## src/rtl/access_stall_pkg.sv

```systemverilog
package access_stall_pkg;
  localparam int CAUSE_COUNT = 4;
  localparam int CAUSE_IDX_W = $clog2(CAUSE_COUNT);

  typedef logic [CAUSE_IDX_W-1:0] cause_idx_t;

  // bit position of each cause in the stall mask equals its value
  typedef enum logic [CAUSE_IDX_W-1:0] {
    CAUSE_MISS_FULL = 2'd0,
    CAUSE_WBUF_FULL = 2'd1,
    CAUSE_TGT_FULL  = 2'd2,
    CAUSE_WINV_PEND = 2'd3
  } stall_cause_e;

  // strobes from the mask control to the statistics datapath
  typedef struct packed {
    logic       startEp;
    logic       endEp;
    logic       holding;
    cause_idx_t startIdx;
    cause_idx_t endIdx;
  } stat_strobe_t;
endpackage

```

## src/rtl/access_stall_control.sv

```systemverilog
module access_stall_control
  import access_stall_pkg::*;
(
  input  logic         clk,
  input  logic         rstN,
  input  logic         setValid,
  input  cause_idx_t   setCause,
  input  logic         clrValid,
  input  cause_idx_t   clrCause,
  input  logic         reqValid,
  output logic         portBlocked,
  output logic         retryPulse,
  output stat_strobe_t strobe
);
  logic [CAUSE_COUNT-1:0] maskQ, maskD, setBits, clrBits;
  logic pendQ, pendD, issueRetry, retryQ;

  always_comb begin
    setBits = '0;
    clrBits = '0;
    if (setValid) setBits[setCause] = 1'b1;
    if (clrValid) clrBits[clrCause] = 1'b1;
    // the set is applied after the clear, so it wins on a shared cause
    maskD = (maskQ & ~clrBits) | setBits;
  end

  assign portBlocked = |maskQ;

  always_comb begin
    strobe.startEp  = (maskQ == '0) && (maskD != '0);
    strobe.endEp    = (maskQ != '0) && (maskD == '0);
    strobe.holding  = (maskQ != '0);
    strobe.startIdx = setCause;
    strobe.endIdx   = clrCause;
  end

  // a retry owed to a turned-away requester goes out once the port is open
  assign issueRetry = pendQ && !portBlocked;

  always_comb begin
    if (issueRetry) pendD = 1'b0;
    else            pendD = pendQ | (reqValid & portBlocked);
  end

  always_ff @(posedge clk) begin
    if (!rstN) begin
      maskQ  <= '0;
      pendQ  <= 1'b0;
      retryQ <= 1'b0;
    end else begin
      maskQ  <= maskD;
      pendQ  <= pendD;
      retryQ <= issueRetry;
    end
  end

  assign retryPulse = retryQ;
endmodule

```

## src/rtl/access_stall_datapath.sv

```systemverilog
module access_stall_datapath
  import access_stall_pkg::*;
#(
  parameter int EPI_W = 16,
  parameter int CYC_W = 32
) (
  input  logic                         clk,
  input  logic                         rstN,
  input  stat_strobe_t                 strobe,
  output logic [CAUSE_COUNT*EPI_W-1:0] episodeFlat,
  output logic [CAUSE_COUNT*CYC_W-1:0] cyclesFlat
);
  localparam logic [EPI_W-1:0] EPI_MAX = '1;
  localparam logic [CYC_W-1:0] CYC_MAX = '1;
  localparam logic [CYC_W-1:0] CYC_ONE = CYC_W'(1);

  // length of the running episode, counting the cycles the port was closed
  logic [CYC_W-1:0] durQ;

  always_ff @(posedge clk) begin
    if (!rstN)                               durQ <= '0;
    else if (strobe.startEp)                 durQ <= CYC_ONE;
    else if (strobe.holding && durQ != CYC_MAX) durQ <= durQ + CYC_ONE;
  end

  for (genvar g = 0; g < CAUSE_COUNT; g++) begin : g_cause
    logic [EPI_W-1:0] epiQ;
    logic [CYC_W-1:0] cycQ;
    logic [CYC_W:0]   cycSum;
    logic             hitStart, hitEnd;

    assign hitStart = strobe.startEp && (strobe.startIdx == CAUSE_IDX_W'(g));
    assign hitEnd   = strobe.endEp   && (strobe.endIdx   == CAUSE_IDX_W'(g));
    assign cycSum   = {1'b0, cycQ} + {1'b0, durQ};

    always_ff @(posedge clk) begin
      if (!rstN) begin
        epiQ <= '0;
        cycQ <= '0;
      end else begin
        if (hitStart && epiQ != EPI_MAX) epiQ <= epiQ + 1'b1;
        if (hitEnd) cycQ <= cycSum[CYC_W] ? CYC_MAX : cycSum[CYC_W-1:0];
      end
    end

    assign episodeFlat[g*EPI_W +: EPI_W] = epiQ;
    assign cyclesFlat[g*CYC_W +: CYC_W]  = cycQ;
  end
endmodule

```

## src/rtl/access_stall_ctrl.sv

```systemverilog
module access_stall_ctrl
  import access_stall_pkg::*;
#(
  parameter int EPI_W = 16,
  parameter int CYC_W = 32
) (
  input  logic                         clk,
  input  logic                         rstN,
  input  logic                         setValid,
  input  logic [CAUSE_IDX_W-1:0]       setCause,
  input  logic                         clrValid,
  input  logic [CAUSE_IDX_W-1:0]       clrCause,
  input  logic                         reqValid,
  output logic                         portBlocked,
  output logic                         retryPulse,
  output logic [CAUSE_COUNT*EPI_W-1:0] episodeFlat,
  output logic [CAUSE_COUNT*CYC_W-1:0] cyclesFlat
);
  stat_strobe_t strobe;

  access_stall_control u_control (
    .clk(clk), .rstN(rstN),
    .setValid(setValid), .setCause(setCause),
    .clrValid(clrValid), .clrCause(clrCause),
    .reqValid(reqValid),
    .portBlocked(portBlocked), .retryPulse(retryPulse),
    .strobe(strobe)
  );

  access_stall_datapath #(.EPI_W(EPI_W), .CYC_W(CYC_W)) u_datapath (
    .clk(clk), .rstN(rstN), .strobe(strobe),
    .episodeFlat(episodeFlat), .cyclesFlat(cyclesFlat)
  );
endmodule

```

## config.mk

```make
export PLATFORM = sky130hd
export DESIGN_NAME = access_stall_ctrl
export DESIGN_NICKNAME = d
export VERILOG_FILES = /design/src/rtl/access_stall_pkg.sv /design/src/rtl/access_stall_control.sv /design/src/rtl/access_stall_datapath.sv /design/src/rtl/access_stall_ctrl.sv
export SDC_FILE = /design/constraint.sdc
export NUM_CORES = 1
export LEC_CHECK = 0
export BUFFER_PORTS_ARGS = -buffer_cell sky130_fd_sc_hd__buf_2
export CAP_MARGIN = 20
export CORE_MARGIN = 2
export CORE_UTILIZATION = 59
export CTS_CLUSTER_SIZE = 40
export DETAILED_ROUTE_END_ITERATION = 8
export PLACE_DENSITY = 0.78
export SLEW_MARGIN = 20
export SYNTH_ARGS = -nofsm -noshare
export SYNTH_HDL_FRONTEND = slang
export SYNTH_HIERARCHICAL = 1
export SYNTH_SLANG_ARGS = --single-unit
export TNS_END_PERCENT = 30
```

## constraint.sdc

```tcl
create_clock -name clk -period 3.7 [get_ports clk]
set_input_delay 0.74 -clock clk [delete_from_list [all_inputs] [get_ports clk]]
set_output_delay 0.74 -clock clk [all_outputs]
set_load 0.03 [all_outputs]
```

## Word-level counts from Yosys, hierarchy flattened

Index checks and enable logic that the tools add are counted.
W data, S select, Z words.

| word-level totals | value |
|---|---|
| register bits | 230 |
| latch bits | 0 |
| bits in writable memories | 0 |
| bits in read-only memories | 0 |
| logic and storage cells | 84 |
| memories kept | 0 |

| cells by class | value |
|---|---|
| add/sub/neg operators | 9 |
| multiply operators | 0 |
| divide/modulo/power cells | 0 |
| order comparisons | 4 |
| equal/unequal tests | 11 |
| shift operators | 0 |
| muxes and demuxes | 12 |
| bitwise operators | 6 |
| reduce and logical (&&, ||, !) cells | 29 |

Operators by type and width:

| kind | number |
|---|---|
| $add A32 B32 Y33 | 4 |
| $mux W32 | 4 |
| $add A16 B1 Y16 const B | 4 |
| $ne A16 B16 Y1 const B | 4 |
| $add A32 B1 Y32 const B | 1 |
| $ne A32 B32 Y1 const B | 1 |
| $logic_and A1 B1 Y1 | 18 |
| $eq A2 B2 Y1 const B | 4 |
| $logic_not A4 Y1 | 2 |
| $mux W4 | 2 |
| $reduce_bool A4 Y1 | 2 |
| $lt A2 B3 Y1 const B | 2 |
| $and A4 B4 Y4 | 1 |
| $demux W1 S2 | 2 |
| $eq A2 B1 Y1 const B | 2 |
| $ge A2 B1 Y1 const B | 2 |
| $logic_not A2 Y1 | 2 |
| $mux W1 | 4 |
| $not A4 Y4 | 1 |
| $or A4 B4 Y4 | 1 |
| $reduce_or A2 Y1 | 2 |
| $reduce_or A4 Y1 | 1 |
| $reduce_bool A2 Y1 | 1 |
| $and A1 B1 Y1 | 1 |
| 3 further kinds | 3 |

## Longest topological paths before layout

Gate-level depths: netlist (run 1).

| logic depth | value |
|---|---|
| depth in word-level cells | 12 |
| depth in mapped cells | 13 |
| gate-level depth less buffers | 11 |

## Modules after synthesis

The synthesis (run 1) kept the hierarchy.

By module, submodules not included:

| module | times used | cells an instance | area an instance (um2) | sequential area each (um2) |
|---|---|---|---|---|
| access_stall_datapath | 1 | 1814 | 14960.6 | 4484.3 |
| access_stall_control | 1 | 39 | 334.1 | 120.1 |

## Worst setup path before layout (run 1)

No wires, ideal clock.

| path | value |
|---|---|
| kind | flip-flop to flip-flop |
| start point | register u_datapath.g_cause[0].cycQ[0] |
| end point | register u_datapath.g_cause[0].cycQ[10] |
| library setup time | 0.122 ns |
| arrival | 3.020 ns |
| required time | 3.578 ns |
| slack | 0.558 ns |
| stages on the path, launching flop included | 13 |
| buffers on the path | 1 |
| cell sequence | dfxtp_1 ha_1 fa_1 a211oi_2 o21ai_2 a31oi_4 o21ai_2 a311oi_4 o221ai_2 a211o_2 a21oi_4 buf_6 a21oi_2 |

| on the way | value |
|---|---|
| word-level cells in the longest chain between the ends | 2 |

RTL lines:

| element | line | text |
|---|---|---|
| from (decl) | access_stall_datapath.sv:28 | `logic [CYC_W-1:0] cycQ;` |
| from (signal assigned) | access_stall_datapath.sv:42 | `if (hitEnd) cycQ <= cycSum[CYC_W] ? CYC_MAX : cycSum[CYC_W-1:0];` |
| $add A32 B32 Y33 | access_stall_datapath.sv:34 | `assign cycSum = {1'b0, cycQ} + {1'b0, durQ};` |
| $mux W32 | access_stall_datapath.sv:42 |  |

Every way passes these cells.
A chain may end at the register's enable or synchronous reset.

## Final worst setup path (run 1)

| path | value |
|---|---|
| start point | register u_datapath.durQ[0] |
| end point | register u_datapath.g_cause[2].cycQ[6] |

| on the way | value |
|---|---|
| word-level cells in the longest chain between the ends | 2 |

RTL lines:

| element | line | text |
|---|---|---|
| from (decl) | access_stall_datapath.sv:18 | `logic [CYC_W-1:0] durQ;` |
| from (signal assigned) | access_stall_datapath.sv:23 | `else if (strobe.holding && durQ != CYC_MAX) durQ <= durQ + CYC_ONE;` |
| $add A32 B32 Y33 | access_stall_datapath.sv:34 |  |
| $mux W32 | access_stall_datapath.sv:42 |  |
| to (signal assigned) | access_stall_datapath.sv:42 |  |
| to (decl) | access_stall_datapath.sv:28 |  |

Every way passes these cells.

==> results.py, run 1 <==
metrics = {
    "worst_setup_path": {
        "critical_path_class": "flip-flop to flip-flop",
        "critPathRequiredTime_ns": 4.12,
        "worstPathArrival_ns": 3.91,
        "startpoint_type": "flip-flop",
        "cp_max_fo": 18,
        "end_kind": "flip-flop",
    },
    "finish": {
        "fillers": 2072,
        "syn_to_final_growth_pct": 14.44,
        "layout.area.seq_um2": 4604,
        "multi_input_area_um2": 10220,
        "fin_nets": 2182,
        "layoutNonFillerInstCount": 2383,
        "n_antenna_cell": 0,
        "drive_gt1_frac": 0.1603,
    },
    "global_route": {
        "antenna_found_initial": 0,
        "globalRouteTotalUtil": 0.2903,
        "grt_overflow": 0,
        "grt_pass1_wl_um": 65120,
        "first_global_vias": 13130,
        "grt_max_degree": 87,
    },
    "yosys": {
        "ys_types": 81,
        "synth_top_cell_by_area": "dfxtp_1",
        "ys.flop_type": "dfxtp_1",
        "ys_top_cells_by_area": "dfxtp_1, ha_1, a21oi_1",
        "synth_top_area_frac": 0.3010,
        "async_reset_ff_frac": 0,
        "syn_area_per_cell_um2": 8.254,
        "synth_edf_count": 0,
        "synth_nets": 1999,
        "yosysSeqAreaShare": 0.3010,
        "syn-cell-area_um2": 15290,
        "syn_inst": 1853,
        "ys.warnings.count": 6,
        "ys_ff_latch": 230,
    },
    "place": {
        "dpl.hpwl_um": 30090,
        "io_buffers": 202,
        "pre_cts_ws_ns": 0.2032,
        "dp_cells": 2337,
        "gp_congestion": 0.9592,
    },
    "clock_tree": {
        "ctsResizeCount": 0,
        "path_clk_slew_ns": 0.06,
        "postCtsHoldBufs": 0,
        "ctsHtreeMaxLevel": 1,
        "cts_root_buffer": "clkbuf_16",
        "post_cts_buffers": 0,
        "cts_tree": "built",
        "clock-sinks": 230,
        "cts_made_buffers": 27,
        "ctsLongestPathBuffers": 3,
        "clk_latency_ns": 0.54,
    },
    "timing": {
        "fmax_ghz": 0.2865,
        "fin_skew_ns": 0.01755,
        "fin_tns_setup_ns": 0,
        "slew-limit-headroom": 0.4424,
        "fin_crit_ns": 3.490,
        "finalMaxSlewViolations": 0,
        "fin_ws_ns": 0.2100,
        "period_share": 0.9433,
        "grt_setup_unrepaired": "false",
        "setup_violations": 0,
        "hold_viol": 0,
        "tightest_slew_ns": 0.8334,
    },
    "die": {
        "ios": 203,
        "die_h_um": 165.0,
        "core_area_um2": 25330,
        "initial_core_util": 0.6039,
        "num_rows": 58,
        "die_area_um2": 27230,
        "die_w_um": 165.0,
    },
    "drt": {
        "remaining_drc_errors": 0,
        "drt-total-wl_um": 41240,
        "dr.pass1.iters": 5,
        "wl_per_cell_um": 17.30,
        "ant_nets": 0,
        "vias": 14420,
        "routed_via_density": 6.050,
        "drtIter0Drc": 1032,
    },
    "pwr": {
        "ir_drop_mv": 0.3522,
        "power_density_nw_per_um2": 326.4,
        "p_total_mw": 5.713,
        "p_leak_nw": 8.116,
    },
    "min_path": {
        "hp-class": "input port to flip-flop",
    },
    "run": {
        "cap_violations": 0,
    },
    "outcome": {
        "outcome": "completed",
    },
}
stage by stage:
stage            util  area [um2]  hold slack, ns
3_3_place_gp   0.6564       16620          0.4603
3_5_place_dp   0.6564       16620          0.4675
5_1_grt        0.6911       17500          0.4713
6_report       0.6911       17500          0.4687
2_1_floorplan       -       15290          0.4471
4_1_cts        0.6901       17480          0.4598
layer usage:
metal / wire [um] / global-route usage / vias up
met4: 1640 / 0.1273 / 0
met1: 18440 / 0.3769 / 6705
li1: - / - / 7121
met3: 2698 / 0.04018 / 106
met2: 18460 / 0.4801 / 484
met5: 0 / 0 / -
path summary, 6_finish.rpt:
path | to | cells after the start | slack [ns] | from
min | u_control/pendQ | 3 | 0.47 | reqValid
min reg2reg | u_control/retryPulse | 1 | 0.48 | u_control/pendQ
max reg2reg | u_datapath/g_cause[2].cycQ[6] | 13 | 0.21 | u_datapath/durQ[0]
max | u_datapath/g_cause[2].cycQ[6] | 13 | 0.21 | u_datapath/durQ[0]
cell usage in the layout (no fill, tap or decap), types with 10 or more instances in the layout:
master,Yosys,final
nand2_1,112,112
a31oi_1,15,13
nor3_1,21,21
nand4_1,26,26
dfxtp_1,230,230
o21bai_1,12,11
buf_2,8,201
xnor2_1,99,99
a21oi_1,222,221
xor2_1,100,100
and2_1,62,62
o21a_1,17,17
inv_1,46,46
nand3_1,65,65
and3_1,30,30
nor2_1,107,107
a21boi_0,10,10
o21ai_0,194,194
ha_1,133,133
a21oi_2,20,21
nand2b_1,14,14
nor2b_1,14,14
a21o_1,63,63
buf_4,6,26
a211oi_1,12,12
clkbuf_16,0,27
sequential cells by signal, summed over array words and instances (netlist names):
register and count:
u_control/pendQ 1, u_control/retryPulse 1, u_datapath/g_cause.cycQ 128, u_datapath/durQ 32, u_control/maskQ 4, u_datapath/g_cause.epiQ 64
worst max-delay path, cell delays in order (launching register included):
cell and delay (ns):
dfxtp_1 0.33, buf_4 0.17, ha_1 0.22, fa_1 0.42, a21oi_1 0.24, o211ai_1 0.12, and2_1 0.19, a211o_1 0.33
a311oi_1 0.33, o21a_1 0.23, o21ai_1 0.18, a31oi_2 0.23, buf_4 0.26, a21oi_1 0.10
cell families (layout without fill, tap and decap cells):
| family | Yosys count | after routing | synth area share |
|---|---|---|---|
| and+or+nand+nor | 497 | 497 | 0.1639 |
| buffers and inverters | 121 | 321 | 0.03330 |
| DFF | 230 | 230 | 0.3010 |
| xor gates and xnor gates | 199 | 199 | 0.1140 |
| muxes | 9 | 9 | 0.006054 |
| AOI/OAI and AO/OA | 660 | 660 | 0.2678 |
| adders and majority gates | 137 | 137 | 0.1140 |
final cells by class:
class / count / area share
multi-input combinational: 1502 / 0.5838
sequential: 230 / 0.2631
tap: 330 / 0.02359
clock buffer: 33 / 0.04160
timing repair buffer: 229 / 0.07091
inverter: 46 / 0.009865
clock inverter: 13 / 0.007148
report_power, final:
group / leakage, nW / switching [mW] / total (mW) / internal, mW
Combinational: 5.83 / 0.343 / 0.507 / 0.164
Clock: 0.426 / 1.09 / 2.62 / 1.53
Sequential: 1.86 / 0.0557 / 2.59 / 2.53
synth_stat cells, types with 21 or more instances:
library cell / number
ha_1: 133
and3_1: 30
nor2_1: 107
nand2_1: 112
clkbuf_1: 58
a21o_1: 63
xor2_1: 100
inv_1: 46
nand3_1: 65
dfxtp_1: 230
xnor2_1: 99
a21oi_1: 222
nor3_1: 21
and2_1: 62
nand4_1: 26
o21ai_0: 194
Power figures use the tool's default switching activity.
==> run 2, diff against run 1 <==
--- a/config.mk
+++ b/config.mk
@@ -7,7 +7,6 @@
 export LEC_CHECK = 0
 export BUFFER_PORTS_ARGS = -buffer_cell sky130_fd_sc_hd__buf_2
 export CAP_MARGIN = 20
-export CORE_MARGIN = 2
 export CORE_UTILIZATION = 59
 export CTS_CLUSTER_SIZE = 40
 export DETAILED_ROUTE_END_ITERATION = 8
==> results.py, run 2 (synthesized netlist as in run 1, its figures left out) <==
metrics = {
    "outcome": {
        "outcome": "completed",
    },
    "pwr": {
        "p_total_mw": 5.758,
        "power_density_nw_per_um2": 329.5,
        "pwr-share-seq": 0.450,
        "p_leak_nw": 8.098,
        "p_int_mw": 4.309,
        "p_switching_mw": 1.449,
        "swShare": 0.2517,
        "share_comb_of_total_power": 0.088,
        "p_clk_frac": 0.462,
        "ir_drop_mv": 0.3588,
    },
    "finish": {
        "fillers": 2036,
        "n_antenna_cell": 0,
        "final_cell_mix": "dfxtp_1, a21oi_1, buf_2",
        "multi_input_area_um2": 10190,
        "largest_registers": "u_datapath/g_cause.cycQ (128), u_datapath/g_cause.epiQ (64), u_datapath/durQ (32)",
        "fin_nets": 2179,
        "finalCoreUtilization": 0.6900,
        "layout.area.seq_um2": 4604,
        "syn_to_final_growth_pct": 14.25,
        "fin_area_um2": 17470,
        "layoutNonFillerInstCount": 2382,
        "top_register": "u_datapath/g_cause.cycQ",
        "drive_gt1_frac": 0.1555,
        "final_common_cell": "dfxtp_1",
        "largest_reg_flops": 128,
    },
    "timing": {
        "hold_slack_ns": 0.4886,
        "fin_crit_ns": 3.435,
        "fin_ws_ns": 0.2654,
        "hold_viol": 0,
        "finalMaxSlewViolations": 0,
        "slew-limit-headroom": 0.4590,
        "fin_skew_ns": 0.01089,
        "setup_violations": 0,
        "tightest_slew_ns": 0.8116,
        "grt_setup_unrepaired": "false",
        "period_share": 0.9283,
        "fmax_ghz": 0.2912,
        "fin_tns_setup_ns": 0,
    },
    "min_path": {
        "hp-class": "flip-flop to flip-flop",
    },
    "drt": {
        "drtIter0Drc": 1253,
        "wl_per_cell_um": 17.26,
        "top_layer_used": "met4",
        "remaining_drc_errors": 0,
        "drt-total-wl_um": 41120,
        "dr.pass1.iters": 8,
        "vias": 14550,
        "ant_nets": 0,
        "wl_met2_um": 18670,
        "wl_met3_um": 2440,
        "wl_met1_um": 18210,
        "routed_via_density": 6.107,
    },
    "global_route": {
        "globalRouteTotalUtil": 0.2995,
        "grt_pass1_wl_um": 65370,
        "grt_max_degree": 96,
        "grt_overflow": 0,
        "first_global_vias": 13200,
        "antenna_found_initial": 0,
    },
    "clock_tree": {
        "ctsLongestPathBuffers": 3,
        "cts_tree": "built",
        "cts_root_buffer": "clkbuf_16",
        "post_cts_buffers": 0,
        "cts_made_buffers": 27,
        "clk_latency_ns": 0.54,
        "clock-sinks": 230,
        "postCtsHoldBufs": 0,
        "ctsResizeCount": 0,
        "path_clk_slew_ns": 0.06,
        "ctsHtreeMaxLevel": 1,
    },
    "die": {
        "die_h_um": 163.0,
        "core_area_um2": 25330,
        "die_area_um2": 26570,
        "initial_core_util": 0.6039,
        "die_w_um": 163.0,
        "num_rows": 58,
        "ios": 203,
    },
    "place": {
        "gp_congestion": 0.9482,
        "io_buffers": 202,
        "placed_area_um2": 16590,
        "dp_cells": 2334,
        "dpl.hpwl_um": 29910,
        "pre_cts_ws_ns": 0.3115,
    },
    "worst_setup_path": {
        "startpoint_type": "flip-flop",
        "critPathRequiredTime_ns": 4.11,
        "critical_path_class": "flip-flop to flip-flop",
        "worstPathArrival_ns": 3.84,
        "end_kind": "flip-flop",
        "cp_max_fo": 11,
    },
    "run": {
        "cap_violations": 0,
    },
}
-- run 2: changes by cell type in the layout (fill, tap and decap cells not counted) --
cell / delta
o21bai_2: -1
buf_4: -2
clkbuf_1: +4
clkinv_4: -2
a31oi_1: +1
buf_12: -1
a21oi_1: +1
clkinv_2: -4
nor4_1: +2
nor4_2: -2
a21oi_2: -1
o21bai_1: +1
clkbuf_8: +4
a31oi_2: -1
-- run 2: layout make-up --
cell class	count	area share
Clock buffer	41	0.04568
Clock inverter	7	0.005012
Inverter	46	0.009881
Multi-Input combinational cell	1502	0.5833
Sequential cell	230	0.2635
Tap cell	330	0.02363
Timing Repair Buffer	226	0.06902
-- run 2: critical path, stage by stage, from the launching register on --
cell	delay [ns]
dfxtp_1	0.68
ha_1	0.34
a21oi_1	0.19
o211ai_1	0.16
o21ai_0	0.47
o31ai_1	0.21
a21o_1	0.22
a2111oi_1	0.62
a21oi_1	0.18
xnor2_1	0.16
a21oi_1	0.08
-- run 2: layer usage --
layer / global-route usage / vias up
li1: - / 7099
met1: 0.3873 / 6791
met2: 0.4911 / 534
met3: 0.03922 / 122
met4: 0.1444 / 0
met5: 0 / -
-- run 2: path summary, 6_finish.rpt --
check,startpoint,slack (ns),depth (start not counted),end
worst max-delay path,u_datapath/durQ[1],0.27,10,u_datapath/g_cause[1].cycQ[29]
worst min register to register,u_control/pendQ,0.49,1,u_control/retryPulse
worst max register to register,u_datapath/durQ[1],0.27,10,u_datapath/g_cause[1].cycQ[29]
worst min-delay path,u_control/pendQ,0.49,1,u_control/retryPulse
-- run 2: power groups by stage --
stage	Sequential [mW]	Clock (mW)	Combinational, mW
after floorplan	2.73	0	0.270
after global placement	2.64	0	0.485
after detailed placement	2.65	0	0.497
after CTS	2.59	2.71	0.501
after global routing	2.60	2.82	0.546
final	2.59	2.66	0.505
==> run 3, diff against run 2 <==
--- a/config.mk
+++ b/config.mk
@@ -7,13 +7,13 @@
 export LEC_CHECK = 0
 export BUFFER_PORTS_ARGS = -buffer_cell sky130_fd_sc_hd__buf_2
 export CAP_MARGIN = 20
+export CORE_MARGIN = 1.5
 export CORE_UTILIZATION = 59
 export CTS_CLUSTER_SIZE = 40
 export DETAILED_ROUTE_END_ITERATION = 8
-export PLACE_DENSITY = 0.78
+export PLACE_DENSITY_LB_ADDON = 0.08
 export SLEW_MARGIN = 20
 export SYNTH_ARGS = -nofsm -noshare
 export SYNTH_HDL_FRONTEND = slang
-export SYNTH_HIERARCHICAL = 1
 export SYNTH_SLANG_ARGS = --single-unit
 export TNS_END_PERCENT = 30
==> results.py, run 3 <==
metrics = {
    "finish": {
        "final_common_cell": "dfxtp_1",
        "multi_input_area_um2": 9884,
        "top_register": "u_datapath.g_cause.cycQ",
        "fillers": 2068,
        "largest_registers": "u_datapath.g_cause.cycQ (128), u_datapath.g_cause.epiQ (64), u_datapath.durQ (32)",
        "largest_reg_flops": 128,
        "drive_gt1_frac": 0.1772,
        "layout.area.seq_um2": 4604,
        "final_cell_mix": "dfxtp_1, a21oi_1, buf_2",
        "fin_nets": 2169,
        "syn_to_final_growth_pct": 17.69,
    },
    "yosys": {
        "ys.flop_type": "dfxtp_1",
        "syn-cell-area_um2": 14930,
        "syn_area_per_cell_um2": 8.252,
        "async_reset_ff_frac": 0,
        "synth_nets": 1955,
        "ys_top_cells_by_area": "dfxtp_1, ha_1, a21oi_1",
        "synth_top_cell_by_area": "dfxtp_1",
        "ys_types": 77,
        "yosysMostFrequentCell": "dfxtp_1",
        "ys_ff_latch": 230,
        "ys.warnings.count": 0,
        "synth_edf_count": 0,
        "ys_top_cells_by_count": "dfxtp_1, a21oi_1, o21ai_0",
        "syn_inst": 1809,
        "yosysSeqAreaShare": 0.3084,
        "synth_top_area_frac": 0.3084,
    },
    "worst_setup_path": {
        "startpoint_type": "flip-flop",
        "rr_worst_depth": 14,
        "rrSetupSlack_ns": 0.14,
        "reg2reg_from": "u_datapath.durQ[0]",
        "r2r_end": "u_datapath.g_cause[1].cycQ[23]",
        "cp_max_fo": 8,
        "critical_path_class": "flip-flop to flip-flop",
        "critPathRequiredTime_ns": 4.12,
        "end_kind": "flip-flop",
        "worstPathArrival_ns": 3.98,
    },
    "pwr": {
        "p_total_mw": 5.889,
        "p_leak_nw": 8.161,
        "ir_drop_mv": 0.3439,
        "power_density_nw_per_um2": 335.2,
    },
    "timing": {
        "fin_skew_ns": 0.008264,
        "fin_tns_setup_ns": 0,
        "tightest_slew_ns": 0.8898,
        "fin_crit_ns": 3.561,
        "period_share": 0.9624,
        "hold_slack_ns": 0.4499,
        "setup_violations": 0,
        "hold_viol": 0,
        "fmax_ghz": 0.2808,
        "finalMaxSlewViolations": 0,
        "grt_setup_unrepaired": "false",
        "slew-limit-headroom": 0.4068,
    },
    "die": {
        "num_rows": 58,
        "die_h_um": 162.1,
        "core_area_um2": 25040,
        "initial_core_util": 0.5963,
        "die_w_um": 162.1,
        "ios": 203,
        "die_area_um2": 26270,
    },
    "place": {
        "gp_congestion": 0.9308,
        "dpl.hpwl_um": 30640,
        "io_buffers": 202,
    },
    "drt": {
        "drt-total-wl_um": 42370,
        "routed_via_density": 5.981,
        "dr.pass1.iters": 5,
        "vias": 14200,
        "remaining_drc_errors": 0,
        "wl_per_cell_um": 17.85,
        "ant_nets": 0,
        "drtIter0Drc": 998,
    },
    "global_route": {
        "first_global_vias": 13560,
        "grt_overflow": 0,
        "grt_max_degree": 113,
        "antenna_found_initial": 1,
        "grt_pass1_wl_um": 67760,
        "globalRouteTotalUtil": 0.3153,
    },
    "clock_tree": {
        "clock-sinks": 230,
        "path_clk_slew_ns": 0.06,
        "ctsLongestPathBuffers": 3,
        "postCtsHoldBufs": 0,
        "cts_made_buffers": 27,
        "cts_tree": "built",
        "clk_latency_ns": 0.54,
        "ctsHtreeMaxLevel": 1,
        "cts_root_buffer": "clkbuf_16",
    },
    "min_path": {
        "hp-class": "input port to flip-flop",
        "holdCritStartpoint": "reqValid",
        "worst_hold_path.num_cells": 3,
        "min_to": "u_control.pendQ",
    },
    "outcome": {
        "outcome": "completed",
    },
    "run": {
        "cap_violations": 0,
    },
}
-- run 3: changes by cell type in the layout (fill, tap and decap cells not counted), moves of 8 or more --
cell / delta
a21boi_0: -8
nor2_1: +32
and2_1: -57
a21oi_2: +12
a21o_1: +12
nand3_1: -11
or3_1: +9
o21a_1: -10
xnor2_1: -24
o21bai_1: +10
buf_4: +22
-- run 3: metal layers --
metal  track usage  up-vias  wire length [um]
li1              -     7024                 -
met1        0.4044     6671             18600
met2        0.5287      402             19560
met3       0.05082      101              2534
met4        0.1280        0              1680
met5             0        -                 0
-- run 3: power breakdown --
part	switching, mW	total, mW	leakage, nW	internal (mW)
sequential	0.0349	2.55	1.86	2.51
combinational	0.249	0.362	5.83	0.114
clock	1.10	2.98	0.476	1.87
total	1.39	5.89	8.16	4.50
-- run 3: critical path: stages (launching register included) --
cell and delay, ns:
dfxtp_1 0.35, ha_1 0.22, fa_2 0.37, a211o_1 0.32, o211ai_2 0.09, a221o_2 0.25, o221ai_4 0.16, a31oi_4 0.30
o22ai_4 0.13, a2111oi_4 0.34, o41ai_2 0.15, a2111oi_4 0.31, buf_4 0.20, buf_6 0.17, a21oi_2 0.06
-- run 3: area by class of cell --
type,instances,area share
multi-input combinational,1460,0.5626
sequential,230,0.2621
timing repair buffer,255,0.08503
clock buffer,39,0.04444
tap,330,0.02350
clock inverter,10,0.01168
inverter,49,0.01054
antenna,1,0.0001424
-- run 3: worst max-delay path by stage --
stage	from	endpoint	slack [ns]
after global placement	u_datapath.durQ[0]	u_datapath.g_cause[1].cycQ[1]	0.08
final	u_datapath.durQ[0]	u_datapath.g_cause[1].cycQ[23]	0.14
after floorplan	u_datapath.g_cause[1].cycQ[0]	u_datapath.g_cause[1].cycQ[30]	0.1
after detailed placement	u_datapath.durQ[0]	u_datapath.g_cause[1].cycQ[0]	0.001
after global routing	u_datapath.g_cause[1].cycQ[0]	u_datapath.g_cause[1].cycQ[1]	0.02
after CTS	u_datapath.durQ[0]	u_datapath.g_cause[1].cycQ[0]	0.03
-- run 3: timing repair --
| item | CTS | global route |
|---|---|---|
| cloned | 0 | 3 |
| setup endpoints to repair | 2 | 85 |
| pin swaps | 1 | 4 |
| buffers inserted | 0 | 4 |
| resized for setup | 0 | 9 |
-- run 3: per-stage QoR --
step / instance area, um2 / instances / util / setup WS [ns]
after floorplan: 14930 / 1809 / - / 0.09972
after global placement: 16490 / 2317 / 0.6586 / 0.08045
after detailed placement: 16490 / 2317 / 0.6586 / 0.001139
after CTS: 17480 / 2366 / 0.6980 / 0.02578
after global routing: 17570 / 2374 / 0.7017 / 0.01781
final: 17570 / 2374 / 0.7017 / 0.1389
-- run 3: cells by family (layout without fill, tap and decap cells) --
logic type,after synthesis,after routing,share of synthesized area
simple gates,477,477,0.1572
xor+xnor,182,182,0.1068
mux,9,9,0.006202
fa+ha+maj,137,137,0.1168
compound gates,655,655,0.2728
flops,230,230,0.3084
other cells,0,1,0
buf+inv,119,353,0.03168
